### config.mk
export PLATFORM = sky130hd
export DESIGN_NAME = psram_host_ctrl
export DESIGN_NICKNAME = d
export VERILOG_FILES = /design/src/rtl/psram_pkg.sv /design/src/rtl/psram_timer.sv /design/src/rtl/psram_rd_capture.sv /design/src/rtl/psram_host_ctrl.sv
export SDC_FILE = /design/constraint.sdc
export NUM_CORES = 1
export LEC_CHECK = 0
export CAP_MARGIN = 15
export CORE_MARGIN = 2
export CORE_UTILIZATION = 27
export DETAILED_ROUTE_END_ITERATION = 6
export DONT_BUFFER_PORTS = 1
export HOLD_SLACK_MARGIN = 0.15
export SLEW_MARGIN = 40
export SYNTH_ARGS = -nofsm -noshare
export SYNTH_HDL_FRONTEND = slang
export SYNTH_SLANG_ARGS = --single-unit
export TNS_END_PERCENT = 100
### constraint.sdc
create_clock -name clk -period 5.1 [get_ports clk]
set_input_delay 0.255 -clock clk [delete_from_list [all_inputs] [get_ports clk]]
set_output_delay 0.255 -clock clk [all_outputs]
set_load 0.01 [all_outputs]
### src/rtl/psram_pkg.sv
package psram_pkg;
  localparam int DQ_W = 16;

  typedef enum logic [2:0] {
    ST_IDLE,
    ST_WRITE,
    ST_RD_RAND,
    ST_RD_PAGE,
    ST_GAP
  } psram_state_e;

  function automatic int cyc_max(input int a, input int b);
    return (a > b) ? a : b;
  endfunction

  // zero enables are taken as a full-word access
  function automatic logic [1:0] lanes_of(input logic [1:0] be);
    return (be == 2'b00) ? 2'b11 : be;
  endfunction

  // words a burst may return before the page boundary
  function automatic int page_words(input int lo, input int len, input int pw);
    int span;
    span = (1 << pw) - lo;
    return ((len + 1) < span) ? (len + 1) : span;
  endfunction

  function automatic logic [DQ_W-1:0] mask_lanes(input logic [DQ_W-1:0] d,
                                                 input logic [1:0] l);
    return {l[1] ? d[15:8] : 8'h00, l[0] ? d[7:0] : 8'h00};
  endfunction
endpackage

### src/rtl/psram_timer.sv
module psram_timer #(
  parameter int CW = 4
) (
  input  logic          clk,
  input  logic          rst_n,
  input  logic          load,
  input  logic [CW-1:0] load_val,
  output logic          zero
);
  logic [CW-1:0] cnt;

  always_ff @(posedge clk or negedge rst_n) begin
    if (!rst_n)          cnt <= '0;
    else if (load)       cnt <= load_val;
    else if (cnt != '0)  cnt <= cnt - 1'b1;
  end

  assign zero = (cnt == '0);
endmodule

### src/rtl/psram_rd_capture.sv
module psram_rd_capture
  import psram_pkg::*;
(
  input  logic            clk,
  input  logic            rst_n,
  input  logic            capture,
  input  logic [1:0]      lanes,
  input  logic [DQ_W-1:0] dq_in,
  output logic            rd_valid,
  output logic [DQ_W-1:0] rd_data
);
  always_ff @(posedge clk or negedge rst_n) begin
    if (!rst_n) begin
      rd_valid <= 1'b0;
      rd_data  <= '0;
    end else begin
      rd_valid <= capture;
      if (capture) rd_data <= mask_lanes(dq_in, lanes);
    end
  end
endmodule

### src/rtl/psram_host_ctrl.sv
module psram_host_ctrl
  import psram_pkg::*;
#(
  parameter int ADDR_W   = 21,
  parameter int PAGE_W   = 3,
  parameter int T_ACC    = 7,
  parameter int T_CYC    = 7,
  parameter int T_PAGE   = 2,
  parameter int T_WP     = 4,
  parameter int T_CPH    = 1,
  parameter int T_CE_MAX = 400
) (
  input  logic              clk,
  input  logic              rst_n,
  input  logic              req_valid,
  output logic              req_ready,
  input  logic              req_write,
  input  logic              req_burst,
  input  logic [PAGE_W-1:0] req_len,
  input  logic [ADDR_W-1:0] req_addr,
  input  logic [DQ_W-1:0]   req_wdata,
  input  logic [1:0]        req_be,
  output logic              rd_valid,
  output logic [DQ_W-1:0]   rd_data,
  output logic [ADDR_W-1:0] mem_addr,
  output logic              mem_ce1_n,
  output logic              mem_oe_n,
  output logic              mem_we_n,
  output logic              mem_lb_n,
  output logic              mem_ub_n,
  output logic [DQ_W-1:0]   mem_dq_out,
  output logic              mem_dq_oe,
  input  logic [DQ_W-1:0]   mem_dq_in
);
  localparam int RD_LEN = cyc_max(T_ACC, T_CYC);
  localparam int WR_LEN = cyc_max(T_WP, T_CYC);
  localparam int CW     = $clog2(cyc_max(cyc_max(RD_LEN, WR_LEN),
                                         cyc_max(T_PAGE, T_CPH)) + 1);
  localparam int NW     = PAGE_W + 1;

  psram_state_e      state;
  logic [ADDR_W-1:0] addr_q;
  logic [DQ_W-1:0]   wdata_q;
  logic [1:0]        lanes_q;
  logic [NW-1:0]     left_q;
  logic              ce1_n_q, oe_n_q, we_n_q, lb_n_q, ub_n_q, dq_oe_q;

  // named events for the checker
  logic          accept;
  logic          word_capture;
  logic          tmr_zero;
  logic          tmr_load;
  logic [CW-1:0] tmr_val;
  logic [1:0]    req_lanes;
  logic [NW-1:0] req_left;

  assign req_ready    = (state == ST_IDLE);
  assign accept       = req_valid && req_ready;
  assign word_capture = ((state == ST_RD_RAND) || (state == ST_RD_PAGE)) && tmr_zero;
  assign req_lanes    = lanes_of(req_be);
  assign req_left     = req_burst
                      ? NW'(page_words(int'(req_addr[PAGE_W-1:0]), int'(req_len), PAGE_W) - 1)
                      : '0;

  always_comb begin
    tmr_load = 1'b0;
    tmr_val  = '0;
    unique case (state)
      ST_IDLE: if (accept) begin
        tmr_load = 1'b1;
        tmr_val  = req_write ? CW'(WR_LEN - 1) : CW'(RD_LEN - 1);
      end
      ST_WRITE: if (tmr_zero) begin
        tmr_load = 1'b1;
        tmr_val  = CW'(T_CPH - 1);
      end
      ST_RD_RAND, ST_RD_PAGE: if (tmr_zero) begin
        tmr_load = 1'b1;
        tmr_val  = (left_q != '0) ? CW'(T_PAGE - 1) : CW'(T_CPH - 1);
      end
      default: ;
    endcase
  end

  psram_timer #(.CW(CW)) u_timer (
    .clk      (clk),
    .rst_n    (rst_n),
    .load     (tmr_load),
    .load_val (tmr_val),
    .zero     (tmr_zero)
  );

  always_ff @(posedge clk or negedge rst_n) begin
    if (!rst_n) begin
      state   <= ST_IDLE;
      addr_q  <= '0;
      wdata_q <= '0;
      lanes_q <= 2'b11;
      left_q  <= '0;
      ce1_n_q <= 1'b1;
      oe_n_q  <= 1'b1;
      we_n_q  <= 1'b1;
      lb_n_q  <= 1'b1;
      ub_n_q  <= 1'b1;
      dq_oe_q <= 1'b0;
    end else begin
      unique case (state)
        ST_IDLE: if (accept) begin
          addr_q  <= req_addr;
          lanes_q <= req_lanes;
          lb_n_q  <= ~req_lanes[0];
          ub_n_q  <= ~req_lanes[1];
          ce1_n_q <= 1'b0;
          if (req_write) begin
            wdata_q <= req_wdata;
            we_n_q  <= 1'b0;
            dq_oe_q <= 1'b1;
            state   <= ST_WRITE;
          end else begin
            oe_n_q  <= 1'b0;
            left_q  <= req_left;
            state   <= ST_RD_RAND;
          end
        end
        ST_WRITE: if (tmr_zero) begin
          ce1_n_q <= 1'b1;
          we_n_q  <= 1'b1;
          dq_oe_q <= 1'b0;
          lb_n_q  <= 1'b1;
          ub_n_q  <= 1'b1;
          state   <= ST_GAP;
        end
        ST_RD_RAND, ST_RD_PAGE: if (tmr_zero) begin
          if (left_q != '0) begin
            addr_q[PAGE_W-1:0] <= addr_q[PAGE_W-1:0] + {{(PAGE_W-1){1'b0}}, 1'b1};
            left_q <= left_q - 1'b1;
            state  <= ST_RD_PAGE;
          end else begin
            ce1_n_q <= 1'b1;
            oe_n_q  <= 1'b1;
            lb_n_q  <= 1'b1;
            ub_n_q  <= 1'b1;
            state   <= ST_GAP;
          end
        end
        ST_GAP: if (tmr_zero) state <= ST_IDLE;
        default: state <= ST_IDLE;
      endcase
    end
  end

  psram_rd_capture u_capture (
    .clk      (clk),
    .rst_n    (rst_n),
    .capture  (word_capture),
    .lanes    (lanes_q),
    .dq_in    (mem_dq_in),
    .rd_valid (rd_valid),
    .rd_data  (rd_data)
  );

  assign mem_addr   = addr_q;
  assign mem_ce1_n  = ce1_n_q;
  assign mem_oe_n   = oe_n_q;
  assign mem_we_n   = we_n_q;
  assign mem_lb_n   = lb_n_q;
  assign mem_ub_n   = ub_n_q;
  assign mem_dq_out = wdata_q;
  assign mem_dq_oe  = dq_oe_q;
endmodule

### After elaboration in Yosys (flattened, before gate mapping)

Cells that the tools add are included.

* bits in registers: 72
* latch bits: 0
* bits in writable memories: 0
* ROM bits: 0
* bits of input ports: 63
* memories: 0

* add/subtract/negate cells: 6
* multiply operators: 0
* div/mod/pow operators: 0
* magnitude comparators: 1
* equal/unequal tests: 12
* shift operators: 0
* muxes and demuxes: 49
* bitwise logic cells: 2
* reductions and logical operators: 22

Operators by type and width (number)
* $mux 3: 11
* $mux 4: 6
* $mux 1: 17
* $mux 8: 2
* $reduce_and 5->1: 3
* $ne 2x2->1 const B: 6
* $pmux 3 s2: 2
* $pmux 3 s4: 1
* $reduce_and 4->1: 3
* $pmux 1 s3: 3
* $pmux 1 s2: 4
* $pmux 4 s2: 1
* $eq 3x2->1 const B: 2
* $logic_not 3->1: 2
* $reduce_bool 2->1: 3
* $reduce_bool 3->1: 2
* $lt 5x5->1: 1
* $sub 4x3->5 const A: 1
* $add 3x1->4 const B: 1
* $mux 2: 2
* $ne 2x1->1 const B: 2
* $reduce_bool 4->1: 1
* $sub 4x1->4 const B: 1
* $sub 4x2->4 const B: 1
* other kinds (12): 14

### Logic depth before layout (Yosys ltp)

Gate-level depths: netlist of run 1.

* depth after elaboration: 8
* depth in mapped cells: 10
* depth with buffers taken out: 9

### Cells and area by module

From an unflattened synthesis of run 1, not the netlist that was laid out.

* cell total of the unflattened synthesis: 312
* area total of the unflattened synthesis: 3419.5 um^2

By module, submodules not included
* psram_host_ctrl: instances 1, cells each 221, area each 2546.2 um^2, sequential area each 1310.0 um^2
* psram_rd_capture: instances 1, cells each 70, area each 673.1 um^2, sequential area each 425.4 um^2
* psram_timer: instances 1, cells each 21, area each 200.2 um^2, sequential area each 75.1 um^2

### Worst setup path after synthesis of run 1

Ideal clock, no wire load.

* path type: input port to flip-flop
* start point: input port req_addr[1]
* end point: register left_q[1]
* data arrival time: 2148 ps
* required time: 4975 ps
* slack: 2827 ps
* cell stages on the path: 10
* buffers on the path: 1
* cell sequence: inv_1 ha_1 clkbuf_1 inv_1 ha_1 or3_1 o22ai_2 mux2i_1 o22ai_1 mux2_2

* word-level cells in the longest chain between the ends: 8

Ends and longest elaborated chain
* start, declared: line psram_host_ctrl.sv:20 `input logic [ADDR_W-1:0] req_addr,`
* $sub 4x3->5 *: line psram_pkg.sv:24 `span = (1 << pw) - lo;`
* $lt 5x5->1: line psram_pkg.sv:25 `return ((len + 1) < span) ? (len + 1) : span;`
* $mux 4 *: line psram_pkg.sv:25
* $sub 4x2->4 *: line psram_host_ctrl.sv:62 `? NW'(page_words(int'(req_addr[PAGE_W-1:0]), int'(req_len), PAGE_W) - 1)`
* $mux 4 *: line psram_host_ctrl.sv:62
* $mux 4 *: line psram_host_ctrl.sv:114 `if (req_write) begin`
* $mux 4 *: line psram_host_ctrl.sv:108 `ST_IDLE: if (accept) begin`
* $pmux 4 s2 *: line psram_host_ctrl.sv:107 `unique case (state)`
* end signal, assigned: line psram_host_ctrl.sv:121 `left_q <= req_left;`
* end signal, assigned: line psram_host_ctrl.sv:136 `left_q <= left_q - 1'b1;`
* end, declared: line psram_host_ctrl.sv:45 `logic [NW-1:0] left_q;`

Every way passes the cells marked *; elsewhere a longest branch is shown, timed or not. The select of a mux whose other input is x is not followed.
A chain may end at the register's enable or synchronous reset.

### Worst setup path after layout of run 1

* start point: register state[2]
* end point: register lanes_q[1]

* word-level cells in the longest chain between the ends: 3

Ends and longest elaborated chain
* start, declared: line psram_host_ctrl.sv:41 `psram_state_e state;`
* start signal, assigned: line psram_host_ctrl.sv:95 `state <= ST_IDLE;`
* start signal, assigned: line psram_host_ctrl.sv:118 `state <= ST_WRITE;`
* start signal, assigned: line psram_host_ctrl.sv:122 `state <= ST_RD_RAND;`
* $logic_not 3->1 *: line psram_host_ctrl.sv:57 `assign req_ready = (state == ST_IDLE);`
* via req_ready: line psram_host_ctrl.sv:16 `output logic req_ready,`
* $logic_and 1x1->1: line psram_host_ctrl.sv:58 `assign accept = req_valid && req_ready;`
* $reduce_and 2->1 (no line) *
* end signal, assigned: line psram_host_ctrl.sv:110 `lanes_q <= req_lanes;`
* end, declared: line psram_host_ctrl.sv:44 `logic [1:0] lanes_q;`

Mark *: on every way through the listed nets, which the timed path passes. The rest lies on a longest branch.

==> results of run 1 <==
## metrics by stage
stage / worst slack (ns) / std cells / utilization / power [mW] / hold slack (ns)
4_1_cts: 2.67 / 577 / 0.354 / 2.32 / 0.156
6_report: 2.71 / 577 / 0.354 / 2.29 / 0.166
3_5_place_dp: 2.71 / 505 / 0.284 / 1.63 / -0.0387
2_1_floorplan: 2.83 / 350 / - / 1.49 / -0.0406
3_3_place_gp: 2.78 / 505 / 0.284 / 1.59 / -0.0390
5_1_grt: 2.53 / 577 / 0.354 / 2.46 / 0.173
## worst max-delay path: cells and delay by family, from the launching register on
family | cells | cell delay, ns
flip-flops | 1 | 0.50
AND/OR/NAND/NOR | 3 | 0.92
AO/OA/AOI/OAI | 1 | 0.35
buffers and inverters | 1 | 0.55
## flip-flops by register name (all words and copies together), names as in the netlist, 2 cells and up
name / count
mem_addr: 21
left_q: 4
u_capture.rd_data: 16
mem_dq_out: 16
lanes_q: 2
u_timer.cnt: 3
state: 3
## layout make-up
cell class / instances / area share
clock buffers: 11 / 0.0547
clock inverters: 5 / 0.0130
inverters: 13 / 0.0110
multi-input cells: 248 / 0.334
flip-flops and latches: 72 / 0.408
well taps: 172 / 0.0485
repair buffers: 56 / 0.130
## cells by family after synthesis
family | after synthesis | synth area share
adder cells (fa/ha/maj) | 9 | 0.0329
flip-flops | 72 | 0.529
multiplexers | 24 | 0.0768
XOR/XNOR | 6 | 0.0154
AND/OR/NAND/NOR | 152 | 0.201
AO/OA/AOI/OAI | 57 | 0.107
buffers and inverters | 30 | 0.0381
## how the worst max path moves through the flow
stage	from	end	cells past startpoint
global placement	state[2]	mem_dq_out[10]	4
CTS	state[2]	lanes_q[1]	5
finish	state[2]	lanes_q[1]	5
global route	state[2]	lanes_q[1]	5
detailed placement	state[2]	mem_dq_out[13]	4
floorplan	req_addr[1]	left_q[1]	10
## power by group through the flow
stage | clock, mW | sequential, mW | combinational (mW)
2_1_floorplan | 0 | 1.07 | 0.420
3_3_place_gp | 0 | 1.16 | 0.437
3_5_place_dp | 0 | 1.16 | 0.470
4_1_cts | 0.646 | 1.15 | 0.516
5_1_grt | 0.678 | 1.19 | 0.590
6_report | 0.628 | 1.15 | 0.511
## per-layer routing
layer / share of wire / track usage / routed length (um) / vias up
met5: 0 / 0 / 0 / -
met4: 0.013 / 0.0510 / 107 / 0
met3: 0.083 / 0.0586 / 680 / 9
met2: 0.50 / 0.207 / 4120 / 81
met1: 0.40 / 0.135 / 3300 / 1243
li1: - / - / - / 1272
## layout by cell type (no fill, tap or decap), types with 7 or more instances in the layout
cell,n
ha_1,9
dfstp_2,7
inv_1,13
nand2_1,103
nor2_1,12
o21ai_0,27
dfrtp_1,65
mux2_2,18
dlygate4sd3_1,55
clkbuf_16,9
## timing repair
item	in CTS	in global routing
setup endpoints to repair	0	0
hold buffers	56	0
hold endpoints to repair	126	0
setup buffers	0	0
==> metrics.txt, run 1 <==
Yosys top cell by area dfrtp_1; count leader, synth nand2_1; 1st-iter DRT viols 125; row cnt 41; Fill cells 1,257; maximum buffer depth of the clock tree 2; cell breakdown of the critical path nor3_4 > nand2_1 > a21o_1 > dlygate4sd3_1 > nand2_1; Avg Vias per Cell 4.51; number of synthesized flops with an enable pin 0; area occupied by multi-input gates 0.00148 mm^2; worst rel slew slack 0.468; actual slew at the worst max-slew pin 0.797 ns; initial antenna violation count 0; first-pass GRT wire length 12.7 mm; Initial DRT Pass Iterations 4; syn_nets 422; Core Box Area 0.0125 mm^2; Crit path top cell by count nand2_1; Reg-to-Reg End lanes_q[1]; worst path required time 5.37 ns; max-cap viol count 0; Yosys reg bits 72; top post-synthesis cells by count 104 x nand2_1, 65 x dfrtp_1, 27 x o21ai_0; R2R Setup Slk 2.71 ns; GRT Total Usage 0.123; Internal 1.48 mW; Post-synth ARST share 1.00; Lkg Pwr 2.00 nW; Post-CTS Resized 0; # DRC 0; worst flop-to-flop path startpoint state[2]; register area share after synthesis 0.529; grt total ovfl 0; Gate power share 0.223; Clock Skews 0.00606 ns; chip width 117 um; Avg WL per Cell 14.2 um; largest net degree at the start of global routing 73; Hold Vio Cnt, Final 0; Worst Setup End Kind flip-flop; Final setup violation count 0; clock-pin slew on the worst setup and hold paths 0.06 ns; final period utilization 0.468; vias 2,605; fmax 419 MHz; CTS tree done; die height 117 um; Synth Warn # 0; status finished clean; Netlist Area Pre-Place 0.00342 mm^2; nets 472; Synth top area share 0.476; cell area power density 516 mW/mm^2; Top-Level Pins 124; Syn Inst Count 350; prevailing post-synth register cell dfrtp_1; GPL Wtd Cong 0.780; clk_lat worst skew 0.33 ns; top post-synthesis cells by area dfrtp_1 48%, nand2_1 11%, mux2_2 5.9%, dfstp_2 5.4%, o21ai_0 4.0%; vias in the first global route 2,578; Setup CP Type flip-flop to flip-flop; Switch Pwr 807 uW; CTS Sinks 72; CP Launch Type flip-flop; register area 0.00181 mm^2; switching share of total power 0.352; number of buffers created by CTS 9; hold crit path type input port to flip-flop; Port Buffer Count 0; Mapped Avg Cell Area 9.77 um^2; slowest stage delay, CP 0.55 ns; unrepaired setup endpoints after global routing no; Reg2Reg Depth 5; Min-Delay Endpoint left_q[3]; Area after DPL 0.00356 mm^2; Yosys cell types 51; initial core utilization 0.273; Slew Limit Fails 0; Worst path slowest cell dlygate4sd3_1; maximum VDD drop 0.339 mV; synthesis-to-layout area growth 29.7%; part of the power in registers 0.503; WL final 8.21 mm; antenna viol nets, final 0; die area 0.0136 mm^2; share of cells above drive strength 1 0.126; worst-path maximum fanout 23; hold path cells 2; clock power share 0.274; Final Critical Period 2.39 ns; # diodes 0; hpwl dp 5.48 mm; Design Area, Final 0.00444 mm^2; final setup TNS 0 ns; Root Driver clkbuf_16; critical path data arrival time 2.66 ns; H-Tree Depth 3; Min-Delay Startpoint req_burst
Note: power is estimated with default switching activity, not from simulation.
==> inputs of run 2 (changes only) <==
==> constraint.sdc (replaced) <==
create_clock -name clk -period 2 [get_ports clk]
set_input_delay 0.1 -clock clk [delete_from_list [all_inputs] [get_ports clk]]
set_output_delay 0.1 -clock clk [all_outputs]
set_load 0.01 [all_outputs]
==> metrics.txt, run 2 (same netlist as run 1, synthesis figures left out) <==
status finished clean; fmax 547 MHz (+31%); actual slew at the worst max-slew pin 0.440 ns (-0.356 ns); share of cells above drive strength 1 0.151 (+0.0254); area occupied by multi-input gates 0.00150 mm^2 (+1.4%); hpwl dp 5.62 mm (+2.6%); Internal 3.96 mW (+170%); clock power share 0.287 (+0.013); met2 Usage GRT 0.222 (+0.0155); initial core utilization 0.273 (unchanged); Final Critical Period 1.83 ns (-0.558 ns); vias in the first global route 2,662 (+3.3%); largest net degree at the start of global routing 73 (unchanged); pre-CTS WS -0.0183 ns (-2.73 ns); Post-CTS Resized 0 (unchanged); Final setup violation count 0 (unchanged); clock-pin slew on the worst setup and hold paths 0.06 ns (about the same); Avg WL per Cell 14.3 um (+0.71%); vias 2,679 (+2.8%); final period utilization 0.914 (+0.446); WL final 8.52 mm (+3.9%); # DRC 0 (unchanged); clk_lat worst skew 0.33 ns (about the same); nets 490 (+3.8%); slowest stage delay, CP 0.39 ns (-0.16 ns); synthesis-to-layout area growth 35.2%; max-cap viol count 0 (unchanged); GRT met3 Usage 0.0462 (-0.0125); # diodes 0 (unchanged); register area 0.00181 mm^2 (unchanged); final non-filler cell total 595 (+3.1%); Root Driver clkbuf_16; worst-path maximum fanout 5 (-78%); unrepaired setup endpoints after global routing no; number of buffers created by CTS 9 (unchanged); Slew Limit Fails 0 (unchanged); Core Box Area 0.0125 mm^2 (unchanged); Initial DRT Pass Iterations 4 (unchanged); maximum VDD drop 0.664 mV (+96%); Final Power 6.05 mW (+160%); critical path data arrival time 2.04 ns (-0.62 ns); switching share of total power 0.345 (-0.00779); Placed Cells 519 (+2.8%); H-Tree Depth 3 (unchanged); Port Buffer Count 0 (unchanged); die area 0.0136 mm^2 (unchanged); cell breakdown of the critical path inv_1 > ha_1 > nand3b_1 > a21oi_2 > and3_1 > mux2_2; Clock Skews 0.00608 ns (+0.0000162 ns); Switch Pwr 2.08 mW (+160%); GRT Total Usage 0.128 (+0.00478); cell area power density 1310 mW/mm^2 (+150%); hold crit path type input port to flip-flop; # hold bufs at CTS 60 (+7.1%); 1st-iter DRT viols 147 (+18%); met1 usage 0.145 (+0.0103); commonest non-fill, non-tap cell in the layout nand2_1; Worst Setup End Kind flip-flop; Worst path slowest cell dfrtp_1; grt total ovfl 0 (unchanged); Top-Level Pins 124 (unchanged); setup bufs post-CTS 0 (unchanged); CP Launch Type flip-flop; CTS tree done; GPL Wtd Cong 0.764 (-2.1%); initial antenna violation count 0 (unchanged); commonest cells after routing, fill and taps aside 104 x nand2_1, 65 x dfrtp_1, 59 x dlygate4sd3_1; maximum buffer depth of the clock tree 2 (unchanged); die height 117 um (unchanged); first-pass GRT wire length 13.0 mm (+2.6%); Fill cells 1,255 (-0.16%); chip width 117 um (unchanged); Gate power share 0.228 (+0.005); part of the power in registers 0.485 (-0.018); antenna viol nets, final 0 (unchanged); row cnt 41 (unchanged); min setup slack post-route 0.172 ns (-2.54 ns); Hold Vio Cnt, Final 0 (unchanged); worst rel slew slack 0.704 (+0.237); max reg flops 21 (unchanged); CTS Sinks 72 (unchanged); worst path required time 2.22 ns (-3.15 ns); GR peak layer met2; Lkg Pwr 2.09 nW (+5.0%); Avg Vias per Cell 4.50 (-0.27%); Setup CP Type flip-flop to flip-flop
## run 2: cell types whose count changed in the layout (fill, tap and decap cells not counted), sizes merged
cell         change
bufinv           +1
clkinv           -1
dlygate4sd3      +4
clkinvlp         -2
buf             +14
inv              +1
clkbuf           +1
## run 2: stage by stage
step	cell area, um^2	hold slack [ns]	TNS, ns	utilization
global route	4620	0.181	0	0.369
finish	4620	0.176	0	0.369
detailed placement	3680	-0.193	-0.0308	0.294
global placement	3680	-0.194	0	0.294
CTS	4620	0.155	0	0.369
floorplan	3450	-0.196	0	-
## run 2: worst max-delay path, delay by kind of cell, from the launching register on
family          cells  cell delay [ns]
buf+inv             1             0.08
mux                 1             0.37
fa+ha+maj           1             0.22
compound gates      1             0.18
simple gates        2             0.46
flops               1             0.39
## run 2: power by group through the flow
stage / Combinational, mW / Clock, mW / Sequential [mW]
global route: 1.59 / 1.87 / 3.02
global placement: 1.18 / 0 / 2.94
floorplan: 1.09 / 0 / 2.74
detailed placement: 1.26 / 0 / 2.95
CTS: 1.38 / 1.80 / 2.94
finish: 1.38 / 1.74 / 2.93
## run 2: per-layer routing
layer  routed length [um]  part of all wire
met3                  497             0.058
met4                  121             0.014
met2                 4470              0.52
met1                 3440              0.40
met5                    0                 0
## run 2: layout make-up
class | instances | share of cell area
well taps | 172 | 0.0465
multi-input cells | 248 | 0.325
flip-flops and latches | 72 | 0.392
clock inverters | 4 | 0.0165
repair buffers | 74 | 0.156
clock buffers | 12 | 0.0533
inverters | 13 | 0.0106
## run 2: worst paths after layout
check,slack [ns],startpoint,end,cells after the start
min in group asynchronous,0.31,rst_n,u_capture.rd_data[12],2
hold / removal,0.18,req_addr[0],mem_addr[0],3
setup / recovery,0.17,u_timer.cnt[0],left_q[1],6
setup reg to reg,0.17,u_timer.cnt[0],left_q[1],6
hold reg to reg,0.51,left_q[1],left_q[1],1
max in group asynchronous,1.34,rst_n,mem_oe_n,2
